$ cat config.mk
export PLATFORM = sky130hd
export DESIGN_NAME = flowc_credit_tracker
export DESIGN_NICKNAME = d
export VERILOG_FILES = /design/src/rtl/flowc_pkg.sv /design/src/rtl/flowc_decode.sv /design/src/rtl/flowc_pair.sv /design/src/rtl/flowc_credit_tracker.sv
export SDC_FILE = /design/constraint.sdc
export NUM_CORES = 1
export LEC_CHECK = 0
export ABC_AREA = 1
export BUFFER_PORTS_ARGS = -buffer_cell sky130_fd_sc_hd__buf_2
export CAP_MARGIN = 40
export CORE_ASPECT_RATIO = 2
export CORE_UTILIZATION = 56
export CTS_CLUSTER_DIAMETER = 120
export DETAILED_ROUTE_END_ITERATION = 7
export GPL_ROUTABILITY_DRIVEN = 0
export PLACE_DENSITY_LB_ADDON = 0.15
export SYNTH_ARGS = -nofsm -noshare
export SYNTH_HDL_FRONTEND = slang
export SYNTH_SLANG_ARGS = --single-unit
$ cat constraint.sdc
create_clock -name clk -period 4.2 [get_ports clk]
set_input_delay 0.42 -clock clk [delete_from_list [all_inputs] [get_ports clk]]
set_output_delay 0.42 -clock clk [all_outputs]
set_load 0.02 [all_outputs]
$ cat src/rtl/flowc_pkg.sv
package flowc_pkg;

    // Register targeted by a decoded byte address.
    typedef enum logic [2:0] {
        SEL_NONE  = 3'd0,
        SEL_CFG   = 3'd1,
        SEL_LOW   = 3'd2,
        SEL_HIGH  = 3'd3,
        SEL_ALLOC = 3'd4
    } reg_sel_e;

    localparam int unsigned PAIR_BASE   = 4;
    localparam int unsigned PAIR_STRIDE = 12;
    localparam int unsigned FORCE_BIT   = 31;
    localparam int unsigned COUNT_LSB   = 24;

endpackage

$ cat src/rtl/flowc_decode.sv
module flowc_decode
    import flowc_pkg::*;
#(
    parameter int unsigned N_PAIRS = 4,
    parameter int unsigned ADDR_W  = 8,
    localparam int unsigned PAIR_W = (N_PAIRS > 1) ? $clog2(N_PAIRS) : 1
) (
    input  logic [ADDR_W-1:0] addr,
    output reg_sel_e          sel,
    output logic [PAIR_W-1:0] pair
);

    int unsigned offset;
    int unsigned index;
    int unsigned slot;

    always_comb begin
        sel    = SEL_NONE;
        pair   = '0;
        offset = 0;
        index  = 0;
        slot   = 0;
        if (addr == '0) begin
            sel = SEL_CFG;
        end else if (addr[1:0] == 2'b00 && int'(addr) >= PAIR_BASE) begin
            offset = int'(addr) - PAIR_BASE;
            index  = offset / PAIR_STRIDE;
            slot   = offset % PAIR_STRIDE;
            if (index < N_PAIRS) begin
                pair = PAIR_W'(index);
                case (slot)
                    0:       sel = SEL_LOW;
                    4:       sel = SEL_HIGH;
                    8:       sel = SEL_ALLOC;
                    default: sel = SEL_NONE;
                endcase
            end
        end
    end

endmodule

$ cat src/rtl/flowc_pair.sv
module flowc_pair
    import flowc_pkg::*;
#(
    parameter int unsigned CREDIT_W = 8
) (
    input  logic                clk,
    input  logic                rst_n,
    input  logic                enable,
    input  logic                wr_low,
    input  logic                wr_high,
    input  logic                wr_alloc,
    input  logic [31:0]         wr_data,
    input  logic                consume,
    output logic [CREDIT_W-1:0] low_mark,
    output logic [CREDIT_W-1:0] high_mark,
    output logic [CREDIT_W-1:0] credit,
    output logic                bp
);

    localparam logic [CREDIT_W-1:0] CREDIT_MAX = '1;

    typedef struct packed {
        logic [CREDIT_W-1:0] low;
        logic [CREDIT_W-1:0] high;
        logic [CREDIT_W-1:0] credit;
        logic                bp;
    } pair_state_t;

    pair_state_t st_d, st_q;
    logic [CREDIT_W:0] sum;

    always_comb begin
        st_d = st_q;
        sum  = '0;
        if (wr_low)  st_d.low  = wr_data[CREDIT_W-1:0];
        if (wr_high) st_d.high = wr_data[CREDIT_W-1:0];

        if (wr_alloc && wr_data[FORCE_BIT]) begin
            st_d.credit = wr_data[CREDIT_W-1:0];
        end else begin
            sum = {1'b0, st_q.credit};
            if (wr_alloc) sum = sum + {1'b0, wr_data[CREDIT_W-1:0]};
            if (consume && sum != '0) sum = sum - 1'b1;
            st_d.credit = sum[CREDIT_W] ? CREDIT_MAX : sum[CREDIT_W-1:0];
        end

        if (!enable)                    st_d.bp = 1'b0;
        else if (st_d.credit < st_q.low)  st_d.bp = 1'b1;
        else if (st_d.credit >= st_q.high) st_d.bp = 1'b0;
    end

    always_ff @(posedge clk or negedge rst_n) begin
        if (!rst_n) st_q <= '0;
        else        st_q <= st_d;
    end

    assign low_mark  = st_q.low;
    assign high_mark = st_q.high;
    assign credit    = st_q.credit;
    assign bp        = st_q.bp;

    p_force_load_r5: assert property (@(posedge clk) disable iff (!rst_n)
        wr_alloc && wr_data[FORCE_BIT] |=> credit == $past(wr_data[CREDIT_W-1:0]));

    p_consume_dec_r6: assert property (@(posedge clk) disable iff (!rst_n)
        consume && !wr_alloc && credit != '0 |=> credit == $past(credit) - 1'b1);

    p_floor_zero_r6: assert property (@(posedge clk) disable iff (!rst_n)
        consume && !wr_alloc && credit == '0 |=> credit == '0);

    p_bp_assert_r7: assert property (@(posedge clk) disable iff (!rst_n)
        enable && st_d.credit < low_mark |=> bp);

    p_bp_release_r8: assert property (@(posedge clk) disable iff (!rst_n)
        enable && st_d.credit >= high_mark && st_d.credit >= low_mark |=> !bp);

    p_bp_hold_r8: assert property (@(posedge clk) disable iff (!rst_n)
        enable && st_d.credit >= low_mark && st_d.credit < high_mark |=> bp == $past(bp));

endmodule

$ cat src/rtl/flowc_credit_tracker.sv
module flowc_credit_tracker
    import flowc_pkg::*;
#(
    parameter int unsigned N_PAIRS  = 4,
    parameter int unsigned CREDIT_W = 8,
    parameter int unsigned ADDR_W   = 8,
    localparam int unsigned PAIR_W  = (N_PAIRS > 1) ? $clog2(N_PAIRS) : 1
) (
    input  logic               clk,
    input  logic               rst_n,
    input  logic               wr_en,
    input  logic [ADDR_W-1:0]  wr_addr,
    input  logic [31:0]        wr_data,
    input  logic [ADDR_W-1:0]  rd_addr,
    output logic [31:0]        rd_data,
    input  logic [N_PAIRS-1:0] consume,
    output logic [N_PAIRS-1:0] backpressure
);

    localparam logic [3:0] CHAN_COUNT = 4'(2 * N_PAIRS);

    typedef struct packed {
        logic               glob;
        logic [N_PAIRS-1:0] en;
    } cfg_t;

    cfg_t cfg_d, cfg_q;

    reg_sel_e          wsel, rsel;
    logic [PAIR_W-1:0] wpair, rpair;

    logic [CREDIT_W-1:0] low_v  [N_PAIRS];
    logic [CREDIT_W-1:0] high_v [N_PAIRS];
    logic [CREDIT_W-1:0] cred_v [N_PAIRS];

    flowc_decode #(.N_PAIRS(N_PAIRS), .ADDR_W(ADDR_W)) u_wdec (
        .addr(wr_addr), .sel(wsel), .pair(wpair)
    );

    flowc_decode #(.N_PAIRS(N_PAIRS), .ADDR_W(ADDR_W)) u_rdec (
        .addr(rd_addr), .sel(rsel), .pair(rpair)
    );

    always_comb begin
        cfg_d = cfg_q;
        if (wr_en && wsel == SEL_CFG) begin
            cfg_d.glob = wr_data[0];
            cfg_d.en   = wr_data[N_PAIRS:1];
        end
    end

    always_ff @(posedge clk or negedge rst_n) begin
        if (!rst_n) cfg_q <= '0;
        else        cfg_q <= cfg_d;
    end

    for (genvar p = 0; p < N_PAIRS; p++) begin : g_pair
        logic hit;
        assign hit = wr_en && (wpair == PAIR_W'(p));

        flowc_pair #(.CREDIT_W(CREDIT_W)) u_pair (
            .clk      (clk),
            .rst_n    (rst_n),
            .enable   (cfg_q.glob & cfg_q.en[p]),
            .wr_low   (hit && wsel == SEL_LOW),
            .wr_high  (hit && wsel == SEL_HIGH),
            .wr_alloc (hit && wsel == SEL_ALLOC),
            .wr_data  (wr_data),
            .consume  (consume[p]),
            .low_mark (low_v[p]),
            .high_mark(high_v[p]),
            .credit   (cred_v[p]),
            .bp       (backpressure[p])
        );
    end

    always_comb begin
        rd_data = '0;
        case (rsel)
            SEL_CFG: begin
                rd_data[0]                       = cfg_q.glob;
                rd_data[N_PAIRS:1]               = cfg_q.en;
                rd_data[COUNT_LSB+3:COUNT_LSB]   = CHAN_COUNT;
            end
            SEL_LOW:   rd_data = 32'(low_v[rpair]);
            SEL_HIGH:  rd_data = 32'(high_v[rpair]);
            SEL_ALLOC: rd_data = 32'(cred_v[rpair]);
            default:   rd_data = '0;
        endcase
    end

    p_gate_global_r9: assert property (@(posedge clk) disable iff (!rst_n)
        !cfg_q.glob |=> backpressure == '0);

    p_unmapped_write_r10: assert property (@(posedge clk) disable iff (!rst_n)
        wr_en && wsel == SEL_NONE && consume == '0 |=> $stable(cfg_q));

    p_unmapped_read_r10: assert property (@(posedge clk) disable iff (!rst_n)
        rsel == SEL_NONE |-> rd_data == '0);

endmodule

# Word-level counts from Yosys, hierarchy flattened
# Cells that the tools add are included.
totals:
  input_bits: 55
  word_cells: 169
  out_inout_bits: 36
  register_bits: 105
classes:
  n_mux: 62
  reduce_logical: 38
  addsub: 10
  eq_ne: 19
  n_bitwise: 5
  order_cmp: 13
  div_mod_pow: 4
ops:
  columns: ["operator", "n"]
  rows:
  - ["9-bit two-way mux", 16]
  - ["8-bit two-way mux", 14]
  - ["32-bit by 4-bit divider with 32-bit output, second input constant", 2]
  - ["32-bit by 3-bit equality test with 1-bit output, second input constant", 2]
  - ["32-bit by 4-bit equality test with 1-bit output, second input constant", 2]
  - ["32-bit zero test", 2]
  - ["32-bit by 3-bit less-than comparator with 1-bit output, second input constant", 2]
  - ["32-bit by 4-bit modulo with 32-bit output, second input constant", 2]
  - ["8-bit binary-select mux with 2-bit select", 3]
  - ["8-bit by 8-bit adder with 9-bit output", 4]
  - ["9-bit nonzero test", 4]
  - ["9-bit by 1-bit subtractor with 9-bit output, second input constant", 4]
  - ["8-bit greater-or-equal comparator", 4]
  - ["8-bit less-than comparator", 4]
  - ["1-bit logical AND", 27]
  - ["3-bit case mux with 3 select lines", 3]
  - ["5-bit case mux with 4 select lines", 1]
  - ["3-bit two-way mux", 6]
  - ["8-bit by 3-bit subtractor with 9-bit output, second input constant", 2]
  - ["8-bit by 3-bit greater-or-equal comparator with 1-bit output, second input constant", 2]
  - ["8-bit zero test", 2]
  - ["3-bit by 2-bit equality test with 1-bit output, second input constant", 4]
  - ["1-bit two-way mux", 12]
  - ["2-bit two-way mux", 6]
  - ["other kinds (10)", 21]

# Depth between registers and ports, before layout
# Gate-level depths: netlist of the first run.
logic_depth:
  depth_word: 21
  mapped_depth: 41
  mapped_depth_nobuf: 41

# Cells and area by module
# Synthesis of the first run repeated with hierarchy kept, for this count alone.
hier_totals:
  hier_cells: 1713
  area_unflattened_um2: 11289.6
by_module_without_submodules:
  columns: ["mod", "area_each_um2", "instances", "cells_each", "seq_area_each_um2"]
  rows:
  - ["flowc_pair at g_pair[0].u_pair ...", 2174.6, 3, 298, 625.6]
  - ["flowc_pair at g_pair[3].u_pair", 2129.5, 1, 285, 625.6]
  - ["flowc_credit_tracker", 1697.9, 1, 356, 125.1]
  - ["flowc_decode", 469.2, 2, 89, 0.0]

# Worst setup path after synthesis of the first run
# No wires, ideal clock.
synth_timing:
  path_kind: "input port to flip-flop"
  startpoint: "input port wr_addr[2]"
  endpoint: "register g_pair[1].u_pair.st_q, in the netlist g_pair[1].u_pair.bp"
  setup_ps: 73
  t_arrival_ps: 4865
  stages: 37
  t_required_ps: 4127
  path_slack_ps: -738
  path_buffers: 1
  cell_sequence: "inv_2 ha_1 nand2_1 nand2_1 nand2_2 inv_2 nand2_1 a21oi_1 nor2_1 o21bai_2 nand3_2 nand2_2 nand2_2 a21oi_2 nand2_2 nor2_8 buf_6 mux2i_1 ha_1 nand2_1 nor3_1 nand2_2 nand2_4 nand2_1 nand2_2 nand2_1 o32ai_1 inv_1 ha_1 a21boi_0 o21a_1 o21ai_0 nand2_1 a21o_1 a21oi_1 o21ai_0 a21oi_2"
synth_lines:
  columns: ["element", "line", "source"]
  rows:
  - ["start, declared", "flowc_credit_tracker.sv:12", "input logic [ADDR_W-1:0] wr_addr,"]
  - ["end signal, assigned", "flowc_pair.sv:54", "else st_q <= st_d;"]
  - ["end, declared", "flowc_pair.sv:29", "pair_state_t st_d, st_q;"]

==> impl_metrics.tcl, run 1 <==
set metrics [dict create \
    status "complete, but fails checks" \
    violations "design-rule violations, negative setup slack" \
    h-tree-depth 3 \
    routed_wl_mm 36.13 \
    grtUsageMet2 0.6714 \
    slowest_delay_ns 0.29 \
    holdWs_ns 0.04669 \
    synth.most_common_cell "nand2_1" \
    power.leakage_nw 6.354 \
    drive_gt1_frac 0.3080 \
    die_area_um2 18090 \
    async_reset_ff_frac 1.000 \
    die_w_um 95.62 \
    period_needed_ns 4.785 \
    syn_inst 1386 \
    max_slew.worst_pin.slew_ns 0.7835 \
    critPathRequiredTime_ns 4.48 \
    skew_ns 0.009374 \
    postCtsHoldBufs 0 \
    slew_headroom 0.4736 \
    yosys_warnings 0 \
    drt_iter0_drc 888 \
    clk_pin_slew_worst_paths_ns 0.07 \
    final_antenna_net_count 0 \
    critPathLaunchType "input port" \
    reg2reg_depth 26 \
    clockBufferDepth 2 \
    area_growth_pct 34.35 \
    met1_usage 0.3805 \
    cts_tree "yes" \
    yosys.area.top_type_share 0.2677 \
    cts-root-buf "clkbuf_16" \
    clock.fmax_ghz 0.2090 \
    grtUsageMet3 0.08233 \
    slowest_stage "ha_1" \
    drt_pass1_iterations 8 \
    synth-edff-count 0 \
    timing.critical_path.mode_cell "nand2_4" \
    worst_slack_ns -0.5846 \
    path_class "in2reg" \
    maxCapViolCount 0 \
    grt_pass1_vias 10589 \
    netlist_top_cells_area "dfrtp_1, ha_1, nand2_1" \
    worst_ep_arrival_time_ns 5.07 \
    end_kind "flip-flop" \
    pre_cts_ws_ns -0.8300 \
    pin_count 91 \
    worstPathMaxFanout 5 \
    synth_cell_types 56 \
    wl_per_cell_um 19.32 \
    ys_ff_latch 105 \
    grtUsageTotal 0.3961 \
    antenna_found_initial 1 \
    synthTopCellsByCount "nand2_1, inv_1, o21ai_0, ha_1, dfrtp_1" \
    yosysSeqAreaShare 0.2677 \
    rsz0062_at_grt "true" \
    hpwl_mm 26.22 \
    cts_sinks 105 \
    grt_max_degree 45 \
    r2r_slack_ns -0.18 \
    row_count 68 \
    final-setup-viol-count 12 \
    hold_viol 0 \
    die_h_um 189.2 \
    io_buffers 44 \
    vias 10846 \
    start_util 0.5711 \
    grt_pass1_wl_mm 52.80 \
    postSynthAreaPerCell_um2 7.082 \
    min_path_type "in2async" \
    yosysTopAreaCell "dfrtp_1" \
    fin_crit_sh 1.139 \
    drc_errors 25 \
    numCtsBuffers 9 \
    via_per_inst 5.800 \
    grt_busiest_layer "met2" \
    peakVddDrop_mv 0.2635 \
    coreArea_um2 17190 \
    slew_viol_final 0 \
    clock_latency_ns 0.36 \
    syn_area_um2 9816 \
    grt-ovfl-total 0 \
    finalNetCount 1819 \
    synth_ff_type "dfrtp_1" \
    power.density_nw_per_um2 259.6 \
]
## cell families (layout without fill, tap and decap cells)
kind of cell / Yosys count / after routing / share of synthesized area
AOI/OAI and AO/OA: 296 / 296 / 0.1723
xor gates and xnor gates: 49 / 49 / 0.04449
adders and majority gates: 110 / 110 / 0.1433
buffers and inverters: 273 / 523 / 0.1180
DFF: 105 / 105 / 0.2677
muxes: 1 / 1 / 0.001020
other: 1 / 24 / 0.0003820
and+or+nand+nor: 551 / 552 / 0.2528
## sequential cells by signal, indices dropped and copies added (netlist names)
| register | count |
|---|---|
| g_pair.u_pair.credit | 32 |
| g_pair.u_pair.high_mark | 32 |
| g_pair.u_pair.low_mark | 32 |
| cfg_q | 5 |
| g_pair.u_pair.bp | 4 |
## worst paths after layout
path,endpoint,startpoint
min,g_pair[1].u_pair.credit[7],rst_n
max in group asynchronous,g_pair[1].u_pair.low_mark[7],rst_n
max,g_pair[3].u_pair.bp,wr_addr[5]
max reg2reg,g_pair[3].u_pair.bp,g_pair[3].u_pair.credit[0]
min reg2reg,g_pair[0].u_pair.low_mark[1],g_pair[0].u_pair.low_mark[1]
min in group clk,g_pair[0].u_pair.high_mark[5],wr_data[5]
## final cells by class
class | count | area, µm²
diodes | 1 | 2.502
clock buffers | 11 | 242.7
clock inverters | 5 | 62.56
fillers | 1269 | 3999
inverters | 221 | 879.6
multi-input cells | 1031 | 6898
flip-flops and latches | 105 | 2628
well taps | 210 | 262.8
repair buffers | 286 | 2212
## stage by stage
step	power, mW	utilization	setup TNS (ns)	cells	instance area [µm²]
2_1_floorplan	1.841	-	-1.262	1408	10100
3_3_place_gp	2.301	0.6904	-2.808	1820	11870
3_5_place_dp	2.341	0.6904	-3.984	1820	11870
4_1_cts	3.253	0.7275	-1.353	1848	12500
5_1_grt	3.594	0.7673	-5.864	1870	13190
6_report	3.423	0.7673	-3.272	1870	13190
## what timing repair did
action	in CTS	in global routing
cloned	1	0
buffers inserted	11	22
endpoints found under the hold margin	0	0
pin swaps	40	71
setup endpoints to repair	10	17
gates resized for setup	62	139
## layout by cell type (no fill, tap or decap), types with 5 or more instances in the layout
cell type  count
a21oi_1       42
a21oi_2       10
buf_12         5
buf_2         29
buf_4        232
buf_6         20
clkbuf_16      9
clkinv_1       5
conb_1        23
dfrtp_1      105
ha_1         100
inv_1        191
inv_2         15
nand2_1      310
nand2_2       46
nand2_4       24
nand3_1       36
nand3_2        9
nand3b_1       5
nand4_1        9
nor2_1        61
nor2_2        11
nor2_4        12
nor3_1         8
o211ai_1       6
o21ai_0      114
o21ai_1       17
o21ai_2       16
o21ai_4        9
o22ai_1       41
xnor2_1       13
xor2_1        32
## power breakdown
part / internal (mW) / leakage, nW / switching, mW / total, mW
logic: 0.597 / 4.94 / 0.838 / 1.43
registers: 1.07 / 1.27 / 0.0516 / 1.12
clock network: 0.482 / 0.142 / 0.389 / 0.871
total: 2.15 / 6.35 / 1.28 / 3.42
## metal layers
| layer | part of all wire | vias to the layer above |
|---|---|---|
| met3 | 0.073 | 260 |
| met4 | 0.12 | 2 |
| met2 | 0.50 | 589 |
| li1 | - | 5006 |
| met1 | 0.31 | 4989 |
| met5 | 0.0010 | - |
## critical path, delay by kind of cell
family / cells / cell delay [ns]
AND/OR/NAND/NOR: 21 / 2.16
buffers and inverters: 4 / 0.46
adder cells (fa/ha/maj): 2 / 0.45
AO/OA/AOI/OAI: 10 / 1.56
(Power assumes the default switching activity.)
==> run 2: changes to the inputs <==
--- a/config.mk
+++ b/config.mk
@@ -16,4 +16,5 @@
 export PLACE_DENSITY_LB_ADDON = 0.15
 export SYNTH_ARGS = -nofsm -noshare
 export SYNTH_HDL_FRONTEND = slang
+export SYNTH_HIERARCHICAL = 1
 export SYNTH_SLANG_ARGS = --single-unit
==> run 2 against run 1 <==
The flow finishes with violations (negative setup slack). Via count grew 11%. Worst setup slack got worse by 0.31 ns. Sequential power increased by 38%. Core utilization down 5.3 points. Clock skew is 0.0013 ns lower. Routed wire length grew 5.0%. Final area is 7.3% higher. Sequential cell count is the same. Critical endpoint is now g_pair[0].u_pair/bp. Highest routed layer is now met4.
==> impl_metrics.tcl, run 2 <==
set metrics [dict create \
    status "complete, but fails checks" \
    violations "negative setup slack" \
    power.leakage_nw 7.870 \
    postCtsHoldBufs 0 \
    fillers 1687 \
    path_class "in2reg" \
    rsz0062_at_grt "true" \
    cts_sinks 105 \
    synth_cell_types 47 \
    final-setup-viol-count 5 \
    die_h_um 202.8 \
    slew_viol_final 0 \
    p_sw_mw 3.357 \
    power.share.combinational 0.660 \
    h-tree-depth 3 \
    critPathLaunchType "input port" \
    pin_count 91 \
    worstPathMaxFanout 4 \
    area_growth_pct 25.39 \
    synthTopCellsByCount "nand2_1, inv_1, nand3_1, nor2_1, ha_1" \
    p_int_mw 3.730 \
    clock_latency_ns 0.37 \
    layout_commonest_cell "nand2_1" \
    power_mw 7.087 \
    netlist_top_cells_area "dfrtp_1, nand2_1, ha_1" \
    start_util 0.5696 \
    slowest_delay_ns 0.24 \
    yosysTopAreaCell "dfrtp_1" \
    syn_inst 1713 \
    via_per_inst 5.436 \
    period_needed_ns 5.094 \
    yosysSeqAreaShare 0.2327 \
    fin_tns_setup_ns -3.664 \
    grtUsageTotal 0.3780 \
    max_slew.worst_pin.slew_ns 0.8799 \
    maxCapViolCount 0 \
    hpwl_mm 29.53 \
    slowest_stage "ha_1" \
    drt_iter0_drc 790 \
    async_reset_ff_frac 1.000 \
    grt-ovfl-total 0 \
    vias 12090 \
    coreArea_um2 19820 \
    final_cell_mix "nand2_1, inv_1, buf_4" \
    yosys.area.top_type_share 0.2327 \
    utilization 0.7142 \
    io_buffers 44 \
    row_count 73 \
    synth.most_common_cell "nand2_1" \
    critPathRequiredTime_ns 4.50 \
    postSynthAreaPerCell_um2 6.591 \
    worst_slack_ns -0.8939 \
    drc_errors 0 \
    skew_ns 0.008101 \
    n_antenna_cell 0 \
    final_antenna_net_count 0 \
    cts_tree "yes" \
    finalNetCount 2122 \
    cts-root-buf "clkbuf_16" \
    p_sw_frac 0.4737 \
    holdWs_ns 0.1183 \
    synth_ff_type "dfrtp_1" \
    clockBufferDepth 2 \
    reg2reg_depth 26 \
    die_w_um 102.4 \
    wl_per_cell_um 17.05 \
    grt_pass1_wl_mm 58.72 \
    drive_gt1_frac 0.2946 \
    layout.area.seq_um2 2628 \
    multi_input_comb_area_um2 7737 \
    min_path_type "in2async" \
    power.density_nw_per_um2 500.6 \
    timing.critical_path.mode_cell "buf_4" \
    clk_pin_slew_worst_paths_ns 0.07 \
    grt_pass1_vias 12102 \
    routed_wl_mm 37.92 \
    clkPwrFrac 0.123 \
    slew_headroom 0.4113 \
    end_kind "flip-flop" \
    hold_viol 0 \
    worst_ep_arrival_time_ns 5.39 \
    ys_ff_latch 105 \
    clock.fmax_ghz 0.1963 \
    yosys_warnings 6 \
    die_area_um2 20770 \
    synth-edff-count 0 \
    grt_max_degree 57 \
    numCtsBuffers 9 \
    drt_pass1_iterations 7 \
    antenna_found_initial 0 \
    syn_area_um2 11290 \
    seq_power_share 0.217 \
    peakVddDrop_mv 0.3063 \
    fin_crit_sh 1.213 \
]
## run 2: what timing repair did
action,4_1_cts,5_1_grt
setup endpoints to repair,7,20
resized for setup,48,57
buffers inserted,20,11
pin swaps,50,29
## run 2: logic make-up (layout without fill, tap and decap cells)
kind of cell / count (synthesis) / after routing / synth area share
and+or+nand+nor: 887 / 887 / 0.3718
buffers and inverters: 366 / 593 / 0.1343
AOI/OAI and AO/OA: 227 / 227 / 0.1226
adders and majority gates: 110 / 110 / 0.1246
DFF: 105 / 105 / 0.2327
xor gates and xnor gates: 15 / 15 / 0.01164
muxes: 2 / 2 / 0.001995
other: 1 / 23 / 0.0003322
## run 2: final timing paths
| kind | end | slack [ns] | from |
|---|---|---|---|
| max in group asynchronous | g_pair[2].u_pair/credit[6] | 3.19 | rst_n |
| hold / removal | g_pair[3].u_pair/low_mark[1] | 0.12 | rst_n |
| min in group clk | g_pair[0].u_pair/low_mark[5] | 0.32 | wr_data[5] |
| setup reg to reg | g_pair[0].u_pair/bp | 0.11 | g_pair[0].u_pair/credit[0] |
| setup / recovery | g_pair[0].u_pair/bp | -0.89 | wr_addr[4] |
| hold reg to reg | cfg_q[1] | 0.52 | cfg_q[1] |
## run 2: final cells by class
class	count	share of cell area
multi-input combinational	1264	0.5466
tap	262	0.02316
timing repair buffer	264	0.1393
sequential	105	0.1856
clock inverter	5	0.003889
clock buffer	11	0.01715
inverter	313	0.08432
## run 2: routing by layer
layer / part of all wire / track usage / up-vias
met5: 0 / 0 / -
met4: 0.11 / 0.3515 / 0
met3: 0.055 / 0.06988 / 217
met2: 0.51 / 0.6687 / 444
met1: 0.33 / 0.3519 / 5544
li1: - / - / 5885
## run 2: per-stage QoR
step | setup WS (ns) | std cells | instance area, µm²
2_1_floorplan | -0.6065 | 1735 | 11560
3_3_place_gp | -1.147 | 2177 | 13220
3_5_place_dp | -1.269 | 2177 | 13220
4_1_cts | -0.7398 | 2213 | 13840
5_1_grt | -1.388 | 2224 | 14160
6_report | -0.8939 | 2224 | 14160
## run 2: power groups by stage
stage,logic (mW),clock network (mW),registers [mW]
after floorplan,2.86,0,1.40
after global placement,4.20,0,1.54
after detailed placement,4.31,0,1.55
after CTS,4.45,0.879,1.53
after global routing,5.21,0.910,1.56
final,4.68,0.869,1.54
## run 2: worst max-delay path, delay by kind of cell
family	cells	cell delay [ns]
simple gates	16	1.60
fa+ha+maj	2	0.38
xor+xnor	1	0.17
compound gates	8	1.04
buf+inv	16	1.79
